File: src/rtl/le_pkg.sv
package le_pkg;
  typedef enum logic [1:0] {
    HINT_NONE = 2'd0,
    HINT_ACQ  = 2'd1,
    HINT_REL  = 2'd2
  } hint_e;
endpackage

File: src/rtl/le_line_check.sv
module le_line_check #(
  parameter int LINE_BYTES = 64,
  localparam int LOFF = $clog2(LINE_BYTES)
) (
  input  logic [LOFF-1:0] addr_off,
  input  logic [1:0]      size_log2,
  output logic            crosses
);
  localparam int EW = LOFF + 4;
  logic [EW-1:0] end_byte;
  always_comb begin
    end_byte = EW'(addr_off) + (EW'(1) << size_log2);
    crosses  = end_byte > EW'(LINE_BYTES);
  end
endmodule

File: src/rtl/le_lock_table.sv
module le_lock_table #(
  parameter int N  = 2,
  parameter int AW = 32,
  parameter int DW = 32,
  localparam int IW = (N > 1) ? $clog2(N) : 1,
  localparam int CW = $clog2(N + 1)
) (
  input  logic          clk,
  input  logic          rst_n,
  input  logic          clear,
  input  logic [AW-1:0] look_addr,
  output logic          hit,
  output logic [IW-1:0] hit_idx,
  output logic [DW-1:0] hit_data,
  output logic          full,
  output logic [CW-1:0] count,
  input  logic          alloc,
  input  logic [DW-1:0] alloc_data,
  input  logic          free_en
);
  logic [N-1:0]  vld;
  logic [AW-1:0] tag [N];
  logic [DW-1:0] val [N];
  logic [IW-1:0] free_slot;

  always_comb begin
    hit = 1'b0; hit_idx = '0; hit_data = '0; free_slot = '0; count = '0;
    for (int i = N - 1; i >= 0; i--) begin
      if (!vld[i]) free_slot = IW'(i);
    end
    for (int i = 0; i < N; i++) begin
      count = count + CW'(vld[i]);
      if (vld[i] && tag[i] == look_addr) begin
        hit = 1'b1; hit_idx = IW'(i); hit_data = val[i];
      end
    end
    full = &vld;
  end

  for (genvar g = 0; g < N; g++) begin : g_slot
    always_ff @(posedge clk) begin
      if (!rst_n || clear) begin
        vld[g] <= 1'b0;
      end else if (alloc && free_slot == IW'(g)) begin
        vld[g] <= 1'b1;
        tag[g] <= look_addr;
        val[g] <= alloc_data;
      end else if (free_en && hit_idx == IW'(g)) begin
        vld[g] <= 1'b0;
      end
    end
  end
endmodule

File: src/rtl/lock_elide_ctrl.sv
module lock_elide_ctrl #(
  parameter int LOCKS      = 2,
  parameter int AW         = 32,
  parameter int DW         = 32,
  parameter int LINE_BYTES = 64,
  parameter int RPL_W      = 4,
  localparam int IW   = (LOCKS > 1) ? $clog2(LOCKS) : 1,
  localparam int CW   = $clog2(LOCKS + 1),
  localparam int LOFF = $clog2(LINE_BYTES)
) (
  input  logic          clk,
  input  logic          rst_n,
  input  logic          req_valid,
  output logic          req_ready,
  input  logic          req_write,
  input  logic [1:0]    req_hint,
  input  logic [AW-1:0] req_addr,
  input  logic [1:0]    req_size,
  input  logic [DW-1:0] req_wdata,
  input  logic          abort_in,
  output logic          region_active,
  output logic          commit_req,
  output logic          reexec_req,
  output logic          fwd_valid,
  output logic          rd_valid,
  output logic [DW-1:0] rd_data
);
  import le_pkg::*;

  logic          acc, is_acq, is_rel, is_st, is_ld;
  logic          hit, full, crosses;
  logic [IW-1:0] hit_idx;
  logic [DW-1:0] hit_data;
  logic [CW-1:0] count;
  logic          replay;
  logic [RPL_W-1:0] rpl_cnt;
  logic          abort_now, alloc, free_en, commit_now, fwd_now, rd_now;

  le_lock_table #(.N(LOCKS), .AW(AW), .DW(DW)) u_table (
    .clk(clk), .rst_n(rst_n), .clear(abort_now),
    .look_addr(req_addr), .hit(hit), .hit_idx(hit_idx), .hit_data(hit_data),
    .full(full), .count(count),
    .alloc(alloc), .alloc_data(req_wdata), .free_en(free_en)
  );

  le_line_check #(.LINE_BYTES(LINE_BYTES)) u_line (
    .addr_off(req_addr[LOFF-1:0]), .size_log2(req_size), .crosses(crosses)
  );

  assign region_active = (count != '0);
  assign req_ready     = !reexec_req;

  always_comb begin
    acc    = req_valid && req_ready;
    is_acq = acc && req_write && req_hint == HINT_ACQ;
    is_rel = acc && req_write && req_hint == HINT_REL;
    is_st  = acc && req_write && !(req_hint == HINT_ACQ || req_hint == HINT_REL);
    is_ld  = acc && !req_write;

    abort_now = (abort_in && region_active)
             || (is_acq && !replay && crosses && region_active)
             || (is_acq && !replay && hit)
             || (is_st && hit);
    alloc      = is_acq && !replay && !crosses && !hit && !full && !abort_now;
    free_en    = is_rel && hit && !abort_now;
    commit_now = free_en && count == CW'(1);
    rd_now     = is_ld && hit && !abort_now;
    fwd_now    = !abort_now && ((is_ld && !hit) || (is_st && !hit)
                 || (is_acq && !alloc) || (is_rel && !hit));
  end

  always_ff @(posedge clk) begin
    if (!rst_n) begin
      commit_req <= 1'b0;
      reexec_req <= 1'b0;
      fwd_valid  <= 1'b0;
      rd_valid   <= 1'b0;
      rd_data    <= '0;
      replay     <= 1'b0;
      rpl_cnt    <= '0;
    end else begin
      commit_req <= commit_now;
      reexec_req <= abort_now;
      fwd_valid  <= fwd_now;
      rd_valid   <= rd_now;
      if (rd_now) rd_data <= hit_data;
      if (abort_now) begin
        replay  <= 1'b1;
        rpl_cnt <= '0;
      end else if (replay) begin
        if (is_acq && rpl_cnt != '1) begin
          rpl_cnt <= rpl_cnt + 1'b1;
        end else if (is_rel && rpl_cnt == RPL_W'(1)) begin
          replay  <= 1'b0;
          rpl_cnt <= '0;
        end else if (is_rel && rpl_cnt != '0) begin
          rpl_cnt <= rpl_cnt - 1'b1;
        end
      end
    end
  end
endmodule

File: config.mk
export PLATFORM = sky130hd
export DESIGN_NAME = lock_elide_ctrl
export DESIGN_NICKNAME = d
export VERILOG_FILES = /design/src/rtl/le_pkg.sv /design/src/rtl/le_line_check.sv /design/src/rtl/le_lock_table.sv /design/src/rtl/lock_elide_ctrl.sv
export SDC_FILE = /design/constraint.sdc
export NUM_CORES = 1
export LEC_CHECK = 0
export ABC_AREA = 1
export ABC_CLOCK_PERIOD_IN_PS = 6200
export BUFFER_PORTS_ARGS = -buffer_cell sky130_fd_sc_hd__buf_2
export CORE_MARGIN = 10
export CORE_UTILIZATION = 61
export CTS_BUF_LIST = sky130_fd_sc_hd__clkbuf_4 sky130_fd_sc_hd__clkbuf_8 sky130_fd_sc_hd__clkbuf_16
export DETAILED_ROUTE_END_ITERATION = 8
export GPL_TIMING_DRIVEN = 0
export PLACE_DENSITY_LB_ADDON = 0.3
export SLEW_MARGIN = 20
export SYNTH_ARGS = -nofsm -noshare
export SYNTH_HDL_FRONTEND = slang
export SYNTH_SLANG_ARGS = --single-unit
export TNS_END_PERCENT = 20
File: constraint.sdc
create_clock -name clk -period 6.2 [get_ports clk]
set_clock_uncertainty 0.2 [all_clocks]
set_input_delay 0.93 -clock clk [delete_from_list [all_inputs] [get_ports clk]]
set_output_delay 0.93 -clock clk [all_outputs]
set_load 0.02 [all_outputs]
# Yosys cells after proc, flatten, opt, wreduce, memory -nomap -nowiden
# Memory sizes are Yosys's and may differ from the RTL's.
# Index checks and enable logic that the tools add are counted.
[word_totals] regBits=43 latchBits=0 ram_bits=128 rom_bits=0 input_bits=73 output_inout_bits=38 mem_count=2
[op_classes] n_addsub=4 mul=0 div=0 n_lt_le_gt_ge=1 eq_ne=7 n_shift=1 mux=30 n_bitwise=3 reduce_logical=63
[memory_table] memory="u_table.tag" words=2 word_bits=32 rd=2 rd_ports_with_merged_regs=0 wr=1 line_no="le_lock_table.sv:22" rtl="logic [AW-1:0] tag [N];"
[memory_table] memory="u_table.val" words=2 word_bits=32 rd=2 rd_ports_with_merged_regs=0 wr=1 line_no="le_lock_table.sv:23" rtl="logic [DW-1:0] val [N];"
[op_table] operator="32-bit two-way mux" count=4
[op_table] operator="32-bit equality test" count=2
[op_table] operator="32-bit OR reduction" count=2
[op_table] operator="1-bit logical AND" count=35
[op_table] operator="1-bit two-way mux" count=23
[op_table] operator="4-bit two-way mux" count=3
[op_table] operator="6-bit by 10-bit adder with 10-bit output" count=1
[op_table] operator="10-bit by 7-bit > comparator with 1-bit output, second input constant" count=1
[op_table] operator="1-bit zero test" count=10
[op_table] operator="1-bit by 2-bit left shift with 10-bit output, first input constant" count=1
[op_table] operator="1-bit logical OR" count=8
[op_table] operator="2-bit nonzero test" count=3
[op_table] operator="4-bit by 1-bit adder with 4-bit output, second input constant" count=1
[op_table] operator="2-bit by 1-bit equality test with 1-bit output, second input constant" count=2
[op_table] operator="4-bit by 1-bit equality test with 1-bit output, second input constant" count=1
[op_table] operator="4-bit != test, second input constant" count=1
[op_table] operator="2-bit AND reduction" count=2
[op_table] operator="4-bit nonzero test" count=1
[op_table] operator="4-bit by 1-bit subtractor with 4-bit output, second input constant" count=1
[op_table] operator="1-bit inverter" count=3
[op_table] operator="3-bit nonzero test" count=1
[op_table] operator="1-bit by 1-bit adder with 2-bit output" count=1
[op_table] operator="2-bit equality test, second input constant" count=1
[op_table] operator="2-bit OR reduction" count=1

# Longest topological paths before layout
# Gate-level depths: netlist of the first run.
[depth] word_depth=18 depth_mapped=17 depth_no_buf=16

# Cells and area by module
# A second synthesis of the first run with hierarchy kept.
[unflattened] cells_unflattened=818 hier_area_um2=7686.1
[by_module_without_submodules] module="le_lock_table" n_inst=1 cells_each=471 area_each_um2=5460.2 seq_area_each_um2=3883.7
[by_module_without_submodules] module="lock_elide_ctrl" n_inst=1 cells_each=307 area_each_um2=1998.2 seq_area_each_um2=820.8
[by_module_without_submodules] module="le_line_check" n_inst=1 cells_each=40 area_each_um2=227.7 seq_area_each_um2=0.0

# Worst setup path after synthesis of the first run
# Ideal clock, no wire load.
[synth_timing] path_type="input-to-reg" start="input port req_size[0]" end="memory u_table.tag[0][0], enable pin" setup_ns=0.418 t_arrival_ns=3.777 t_required_ns=5.582 slack_ns=1.805 stages=14 path_buffers=0 path_cell_list="nor2_1 ha_1 inv_1 fa_1 nand3b_1 nor2_1 nand3_1 nand3_1 nand2_1 nand2_2 nand3_2 inv_1 nand2_1 inv_1"
[synth_via] elab_chain_len=16
[synth_lines] item="start: declaration" line_no="lock_elide_ctrl.sv:18" rtl="input logic [1:0] req_size,"
[synth_lines] item="1-bit by 2-bit left shift with 10-bit output (*)" line_no="le_line_check.sv:12" rtl="end_byte = EW'(addr_off) + (EW'(1) << size_log2);"
[synth_lines] item="6-bit by 10-bit adder with 10-bit output (*)" line_no="le_line_check.sv:12"
[synth_lines] item="10-bit by 7-bit > comparator with 1-bit output (*)" line_no="le_line_check.sv:13" rtl="crosses = end_byte > EW'(LINE_BYTES);"
[synth_lines] item="1-bit logical AND (2 in a row)" line_no="lock_elide_ctrl.sv:61" rtl="|| (is_acq && !replay && crosses && region_active)"
[synth_lines] item="1-bit logical OR" line_no="lock_elide_ctrl.sv:61"
[synth_lines] item="1-bit logical OR" line_no="lock_elide_ctrl.sv:62" rtl="|| (is_acq && !replay && hit)"
[synth_lines] item="1-bit logical OR" line_no="lock_elide_ctrl.sv:63" rtl="|| (is_st && hit);"
[synth_lines] item="1-bit zero test" line_no="lock_elide_ctrl.sv:64" rtl="alloc = is_acq && !replay && !crosses && !hit && !full && !abort_now;"
[synth_lines] item="1-bit logical AND" line_no="lock_elide_ctrl.sv:64"
[synth_lines] item="1-bit logical AND" line_no="le_lock_table.sv:44" rtl="end else if (alloc && free_slot == IW'(g)) begin"
[synth_lines] item="1-bit two-way mux" line_no="le_lock_table.sv:44"
[synth_lines] item="1-bit two-way mux" line_no="le_lock_table.sv:42" rtl="if (!rst_n || clear) begin"
[synth_lines] item="1-bit two-way mux (not written as such)" line_no="le_lock_table.sv:46" rtl="tag[g] <= look_addr;"
[synth_lines] item="32-bit OR reduction (no line)"
[synth_lines] item="1-bit two-way mux (no line)"
[synth_lines] item="end: declaration" line_no="le_lock_table.sv:22"
# Mark *: on every way between the ends. The rest lies on a longest branch, timed or not.

# Final worst setup path of the first run
[layout_timing] start="input port req_size[0]" end="memory u_table.val[0][31], enable pin"
[layout_via] elab_chain_len=16
[layout_lines] item="1-bit by 2-bit left shift with 10-bit output (*)" line_no="le_line_check.sv:12"
[layout_lines] item="6-bit by 10-bit adder with 10-bit output (*)" line_no="le_line_check.sv:12"
[layout_lines] item="10-bit by 7-bit > comparator with 1-bit output (*)" line_no="le_line_check.sv:13"
[layout_lines] item="1-bit logical AND (2 in a row)" line_no="lock_elide_ctrl.sv:61"
[layout_lines] item="1-bit logical OR" line_no="lock_elide_ctrl.sv:61"
[layout_lines] item="1-bit logical OR" line_no="lock_elide_ctrl.sv:62"
[layout_lines] item="1-bit logical OR" line_no="lock_elide_ctrl.sv:63"
[layout_lines] item="1-bit zero test" line_no="lock_elide_ctrl.sv:64"
[layout_lines] item="1-bit logical AND" line_no="lock_elide_ctrl.sv:64"
[layout_lines] item="1-bit logical AND" line_no="le_lock_table.sv:44"
[layout_lines] item="1-bit two-way mux" line_no="le_lock_table.sv:44"
[layout_lines] item="1-bit two-way mux" line_no="le_lock_table.sv:42"
[layout_lines] item="1-bit two-way mux (not written as such)" line_no="le_lock_table.sv:47" rtl="val[g] <= alloc_data;"
[layout_lines] item="32-bit OR reduction (no line)"
[layout_lines] item="1-bit two-way mux (no line)"
[layout_lines] item="end: declaration" line_no="le_lock_table.sv:23"
# Marks and branches as above.

==> summary.md, run 1 <==
| Metric | Value |
|---|---|
| Iter 0 DRT Violations | `600` |
| Worst Setup Start Kind | `primary input` |
| Post-DR vias/cell | `between 5 and 6` |
| Max-Cap Viols | `0` |
| Total Neg Setup Slack | `0 ns` |
| Final core utilization | `72.8%` |
| Final Hold Viols | `0` |
| Mapped Cells | `971` |
| Post-CTS repair timing setup buffer count | `0` |
| Crit path max fanout | `39` |
| CTS tree | `done` |
| Multi-input logic area | `2870 um^2` |
| Total Routing Usage GR | `21.5%` |
| Pint | `1.87 mW` |
| Yosys Warn Count | `0` |
| Share of cells above drive strength 1 | `~17%` |
| Fmax | `0.270 GHz` |
| Cell area power density | `~250 nW/um^2` |
| Mapped Avg Cell Area | `around 8.5 um^2` |
| DRT antenna net count | `0` |
| CP Class | `in2reg` |
| Critical path's top delay family | `simple AND/OR/NAND/NOR gates` |
| DIE WIDTH | `137 um` |
| Synth Register Bits | `171` |
| Synth async-reset ratio | `0%` |
| Global route overflow | `0` |
| Final Cell Area | `between 9000 and 10000 um^2` |
| CTS Sinks | `171` |
| Buf/Inv on CP | `5` |
| HPWL after DPL | `~15 mm` |
| Most common cell in the netlist | `nand2_1` |
| Slowest cell on crit path | `fa_1` |
| Final cycle utilization of the critical path | `59.8%` |
| Max-Slew Margin vs Limit | `67.5%` |
| Antenna violations before repair | `2` |
| Clock Power Share | `43.2%` |
| GPL Wtd Cong | `around 0.92` |
| Comb power frac | `5.5%` |
| RSZ-0062 raised after global routing | `false` |
| Chip height | `137 um` |
| 1st-pass router iterations | `5` |
| Clock buffer depth | `2` |
| # fillers | `just over 1000` |
| TritonCTS buffer count | `17` |
| Placed Cells incl. Taps | `1258` |
| First-pass GRT wire length | `31.2 mm` |
| Total core area | `13300 um^2` |
| Final setup fails | `0` |
| Final Slew Violations | `0` |
| Post-synth net total | `1058` |
| Num rows | `42` |
| Final WL | `19.7 mm` |
| Switching share of power | `22.4%` |
| Die ar. | `18600 um^2` |
| Switch Pwr | `about 540 uW` |
| Sequential area share after synthesis | `a little under three fifths` |
| Area Growth Syn to Fin | `16.9%` |
| Port bufs | `109` |
| PnR worst setup slack | `approximately 2.5 ns` |
| Synth area leaders | `edfxtp_1, nand2_1, dfxtp_1` |
| Most common flop cell mapped by yosys | `edfxtp_1` |
| Critical-path cell list | `buf_2 -> nor2_1 -> ha_1 -> inv_1 -> fa_1 -> nand3b_1 -> nor2_1 -> nand3_1 -> nand3_1 -> nand2_1 -> nand2_2 -> nand3_2 -> inv_1 -> nand2_1 -> inv_4 -> buf_12` |
| Clk_lat worst skew | `about 0.43 ns` |
| CTS root buf | `clkbuf_16` |
| DP Area | `about 9000 um^2` |
| CP required | `6.11 ns` |
| Period minus WS final | `3.71 ns` |
| CP Capture Type | `flop` |
| Hold buffers post-CTS | `0` |
| Post-CTS Resized | `0` |
| Final nets | `1188` |
| FF+latch area | `4700 um^2` |
| Residual DRC count | `0` |
| Final non-filler cell total | `1292` |
| Worst-Margin Slew | `0.484 ns` |
| Reg clk slew, reported paths | `0.07 ns` |
| Leak Pwr | `between 4 and 5 nW` |
| Largest net degree at the start of global routing | `44` |
| Ports | `111` |
| Via count | `6661` |
| CP peak stage delay | `0.47 ns` |
| Initial Utilization | `62.3%` |
| Synthesized cell area | `8290 um^2` |
| Pre-CTS setup slack | `2.12 ns` |
| Hold_ws | `0.305 ns` |
| Hold Path Class | `reg2reg` |
| Synth cell count leaders | `nand2_1, nor2_1, inv_1, edfxtp_1, dfxtp_1` |
| Status | `complete, no violations` |
| Cell taking the most area after synthesis | `edfxtp_1` |
| Maximum VDD drop | `roughly 190 uV` |
| Synth unique cells | `37` |
| Total Power | `~2.4 mW` |
| Vias in the first global route | `6459` |
| Average routed wire per standard cell | `15.2 um` |
| Area share of the largest cell type after synthesis | `46.4%` |
| Arrival time at the worst endpoint | `about 3.6 ns` |
| EDFF count, synth | `roughly 130` |
| Seq pwr share | `51.3%` |
| CTS H-tree lvls | `4` |
[state kept, by name (all words and copies together) (netlist names)]
name / cells
rd_data: 32
rpl_cnt: 4
replay: 1
commit_req: 1
rd_valid: 1
fwd_valid: 1
u_table.tag: 64
reexec_req: 1
u_table.vld: 2
u_table.val: 64
[worst reg2reg max path, stage by stage, from the launching register on]
cell and delay [ns]:
edfxtp_1 0.40, inv_1 0.07, nand2_1 0.08, and2_1 0.17, nand2_1 0.08, nor2_1 0.05
nand2_1 0.06, nor2_1 0.05, nand2_1 0.11, nand2_2 0.11, nand2_1 0.14, nand3_2 0.22
inv_1 0.17, nand2_1 0.13, inv_4 0.32, buf_12 0.31
[cell families after synthesis]
family	count (synthesis)	share of synthesized area (%)
AND/OR/NAND/NOR	527	25.7
adder cells (fa/ha/maj)	14	2.20
XOR/XNOR	25	2.64
buffers and inverters	170	8.64
AO/OA/AOI/OAI	64	4.06
flip-flops	171	56.8
[routing by layer]
layer  vias up  global-route usage, %  part of all wire, %
met1      2993                   27.2                   41
met4         0                   7.99                  2.4
met2       316                   34.4                   47
met3        44                   5.98                  9.8
li1       3308                      -                    -
met5         -                      0                    0
[path summary, 6_finish.rpt]
path | endpoint | startpoint | cells past startpoint | slack [ns]
max | u_table.val[0][31] | req_size[0] | 16 | 2.49
min | rpl_cnt[1] | rpl_cnt[1] | 2 | 0.31
max reg2reg | u_table.val[0][31] | u_table.tag[0][6] | 15 | 3.20
min reg2reg | rpl_cnt[1] | rpl_cnt[1] | 2 | 0.31
[power by group through the flow]
| stage | clock network [mW] | registers (mW) | logic (mW) |
|---|---|---|---|
| after floorplan | 0 | 1.26 | 0.0678 |
| after global placement | 0 | 1.26 | 0.125 |
| after detailed placement | 0 | 1.26 | 0.130 |
| after CTS | 1.05 | 1.24 | 0.132 |
| after global routing | 1.10 | 1.24 | 0.149 |
| final | 1.04 | 1.24 | 0.134 |
[cell usage in the layout (no fill, tap or decap), types with 2 or more instances in the layout]
cell type  count
nand3b_1       5
clkbuf_8       2
nand2_2        4
inv_2          6
dfxtp_1       43
o21ai_0       15
nor3_1         2
o22ai_1        2
nand2_1      299
or2_2          2
xor2_1         9
nand3_2        3
ha_1          13
nor2_1       177
edfxtp_1     128
clkbuf_16     17
o21ai_1        3
clkbuf_4       2
nand4_1       11
nand3_1       18
buf_2        120
inv_1        140
a21oi_1       39
inv_4          5
xnor2_1       16
inv_6          6
buf_6          8
diode_2        2
[area by class of cell]
| cell class | count | area share [%] |
|---|---|---|
| plain buffers | 21 | 1.61 |
| inverters | 149 | 5.83 |
| multi-input cells | 630 | 29.6 |
| well taps | 176 | 2.27 |
| repair buffers | 111 | 6.12 |
| clock buffers | 21 | 4.83 |
| diodes | 2 | 0.0517 |
| flip-flops and latches | 171 | 48.6 |
| clock inverters | 11 | 1.10 |
Power figures use the tool's default switching activity.
==> run 2: changes to the inputs <==
--- a/config.mk
+++ b/config.mk
@@ -6,10 +6,10 @@
 export NUM_CORES = 1
 export LEC_CHECK = 0
 export ABC_AREA = 1
-export ABC_CLOCK_PERIOD_IN_PS = 6200
+export ABC_CLOCK_PERIOD_IN_PS = 3800
 export BUFFER_PORTS_ARGS = -buffer_cell sky130_fd_sc_hd__buf_2
 export CORE_MARGIN = 10
-export CORE_UTILIZATION = 61
+export CORE_UTILIZATION = 58
 export CTS_BUF_LIST = sky130_fd_sc_hd__clkbuf_4 sky130_fd_sc_hd__clkbuf_8 sky130_fd_sc_hd__clkbuf_16
 export DETAILED_ROUTE_END_ITERATION = 8
 export GPL_TIMING_DRIVEN = 0
==> constraint.sdc (replaced) <==
create_clock -name clk -period 3.8 [get_ports clk]
set_clock_uncertainty 0.2 [all_clocks]
set_input_delay 0.57 -clock clk [delete_from_list [all_inputs] [get_ports clk]]
set_output_delay 0.57 -clock clk [all_outputs]
set_load 0.02 [all_outputs]
==> run 2 against run 1 <==
- via count down 1.3%
- combinational power up 62%
- sequential power up 63%
- hold slack worse by 0.18 ns
- die area up 4.4%
- utilization down 3.4 points
- setup slack worse by 1.9 ns
- register-to-register slack worse by 2.4 ns
- clock power up 57%
- sequential share of layout area about the same
- non-clock buffer count up 1
==> summary.md, run 2 (synthesis results as in run 1) <==
| Metric | Value |
|---|---|
| Status | `complete, no violations` |
| Diodes inserted | `0` |
| HPWL after DPL | `14.5 mm` |
| Critical path's top delay family | `simple AND/OR/NAND/NOR gates` |
| Initial Utilization | `between 50% and 60%` |
| Total Power | `3.86 mW` |
| CP peak stage delay | `0.47 ns` |
| Crit path max fanout | `56` |
| Worst Setup Start Kind | `primary input` |
| First-pass GRT wire length | `about 31 mm` |
| CTS root buf | `clkbuf_16` |
| RSZ-0062 raised after global routing | `false` |
| Global route overflow | `0` |
| Arrival time at the worst endpoint | `3.10 ns` |
| Met2 Use GR | `32.9%` |
| Vias in the first global route | `~6400` |
| Cell area power density | `399 nW/um^2` |
| Most frequent cells in the layout | `nand2_1, nor2_1, inv_1, edfxtp_1, buf_2` |
| Max-Cap Viols | `0` |
| Via count | `6576` |
| Die ar. | `19500 um^2` |
| Final Hold Viols | `0` |
| Critical-path cell list | `buf_2 -> nor2_1 -> ha_1 -> inv_1 -> fa_1 -> nand3b_1 -> nor2_1 -> nand3_1 -> nand3_1 -> nand2_1 -> nand2_2 -> nand3_2 -> inv_1 -> nand2_1 -> inv_4 -> buf_16` |
| Max-Slew Margin vs Limit | `67.1%` |
| GPL Wtd Cong | `roughly 0.90` |
| Port bufs | `between 100 and 150` |
| CTS H-tree lvls | `4` |
| TritonCTS buffer count | `17` |
| 1st-pass router iterations | `5` |
| Largest net degree at the start of global routing | `between 50 and 60` |
| Final cycle utilization of the critical path | `84.0%` |
| Buf/Inv on CP | `5` |
| Post-DR vias/cell | `5.08` |
| Chip height | `140 um` |
| Slowest cell on crit path | `fa_1` |
| Fmax | `around 0.31 GHz` |
| Area Growth Syn to Fin | `16.8%` |
| Top Registers | `u_table.tag x64, u_table.val x64, rd_data x32` |
| GR Util met1 | `24.1%` |
| Placed Cells incl. Taps | `1263` |
| GRT met3 Usage | `5.85%` |
| CP Capture Type | `flop` |
| Hold Path Class | `in2reg` |
| Total Routing Usage GR | `20.0%` |
| Maximum VDD drop | `280 uV` |
| Post-CTS repair timing setup buffer count | `0` |
| Period minus WS final | `3.19 ns` |
| Share of cells above drive strength 1 | `16.7%` |
| Final non-filler cell total | `roughly 1300` |
| Final Slew Violations | `0` |
| Average routed wire per standard cell | `about 15 um` |
| Residual DRC count | `0` |
| Reg clk slew, reported paths | `approximately 0.070 ns` |
| Post-CTS Resized | `0` |
| Clk_lat worst skew | `0.43 ns` |
| Ports | `111` |
| Leak Pwr | `4.62 nW` |
| Final setup fails | `0` |
| Gr busiest metal | `met2` |
| Hold_ws | `~0.12 ns` |
| Final nets | `roughly 1200` |
| Commonest non-fill, non-tap cell in the layout | `nand2_1` |
| Clock buffer depth | `2` |
| Final core utilization | `69.5%` |
| Final WL | `19.4 mm` |
| DIE WIDTH | `140 um` |
| Antenna violations before repair | `1` |
| Worst-Margin Slew | `0.490 ns` |
| CTS tree | `done` |
| CP Class | `in2reg` |
| Iter 0 DRT Violations | `585` |
| CP required | `3.70 ns` |
| # fillers | `between 1000 and 1500` |
| Num rows | `43` |
| DRT antenna net count | `0` |
| CTS Sinks | `171` |
| Total core area | `13900 um^2` |
| Hold buffers post-CTS | `0` |
[run 2: changes by cell type in the layout (fill, tap and decap cells not counted), sizes merged]
cell / change
diode: -2
clkinv: +3
bufinv: -1
inv: -4
clkbuf: -1
buf: +1
clkinvlp: +3
[run 2: area by class of cell]
class / count / area [um^2] / area share [%]
sequential: 171 / 4700 / 48.6
inverter: 149 / 566 / 5.84
clock inverter: 12 / 86.3 / 0.891
clock buffer: 20 / 465 / 4.81
timing repair buffer: 112 / 613 / 6.33
tap: 180 / 225 / 2.33
buffer: 21 / 156 / 1.61
multi-input combinational: 630 / 2870 / 29.6
[run 2: where the power goes]
group | internal (mW) | leakage (nW) | switching, mW
registers | 2.02 | 1.50 | 0.00437
clock network | 0.895 | 0.274 | 0.733
logic | 0.0777 | 2.85 | 0.140
[run 2: worst register-to-register path, delay by kind of cell (launching register included)]
family	cells	cell delay (ns)
buffers and inverters	3	0.62
flip-flops	1	0.38
AND/OR/NAND/NOR	9	1.13
XOR/XNOR	1	0.42
[run 2: metal layers]
layer | wire [um] | share of wire [%] | vias up
met5 | 12 | 0.062 | -
li1 | - | - | 3302
met4 | 467 | 2.4 | 2
met2 | 9290 | 48 | 263
met3 | 1730 | 8.9 | 44
met1 | 7950 | 41 | 2965
[run 2: final timing paths]
| check | startpoint | to | slack [ns] | cells past startpoint |
|---|---|---|---|---|
| max | req_size[0] | u_table.tag[0][47] | 0.61 | 16 |
| min reg2reg | rpl_cnt[1] | rpl_cnt[1] | 0.30 | 2 |
| min | req_wdata[16] | u_table.val[0][16] | 0.12 | 1 |
| max reg2reg | u_table.tag[0][10] | u_table.tag[0][20] | 0.77 | 13 |
[run 2: stage by stage]
stage,worst slack (ns),TNS (ns),instance area (um^2)
global route,0.385,0,9680
detailed placement,0.176,0,9130
floorplan,-0.235,-15.06,8290
global placement,-1.27,-136.00,9060
finish,0.606,0,9680
CTS,0.625,0,9680
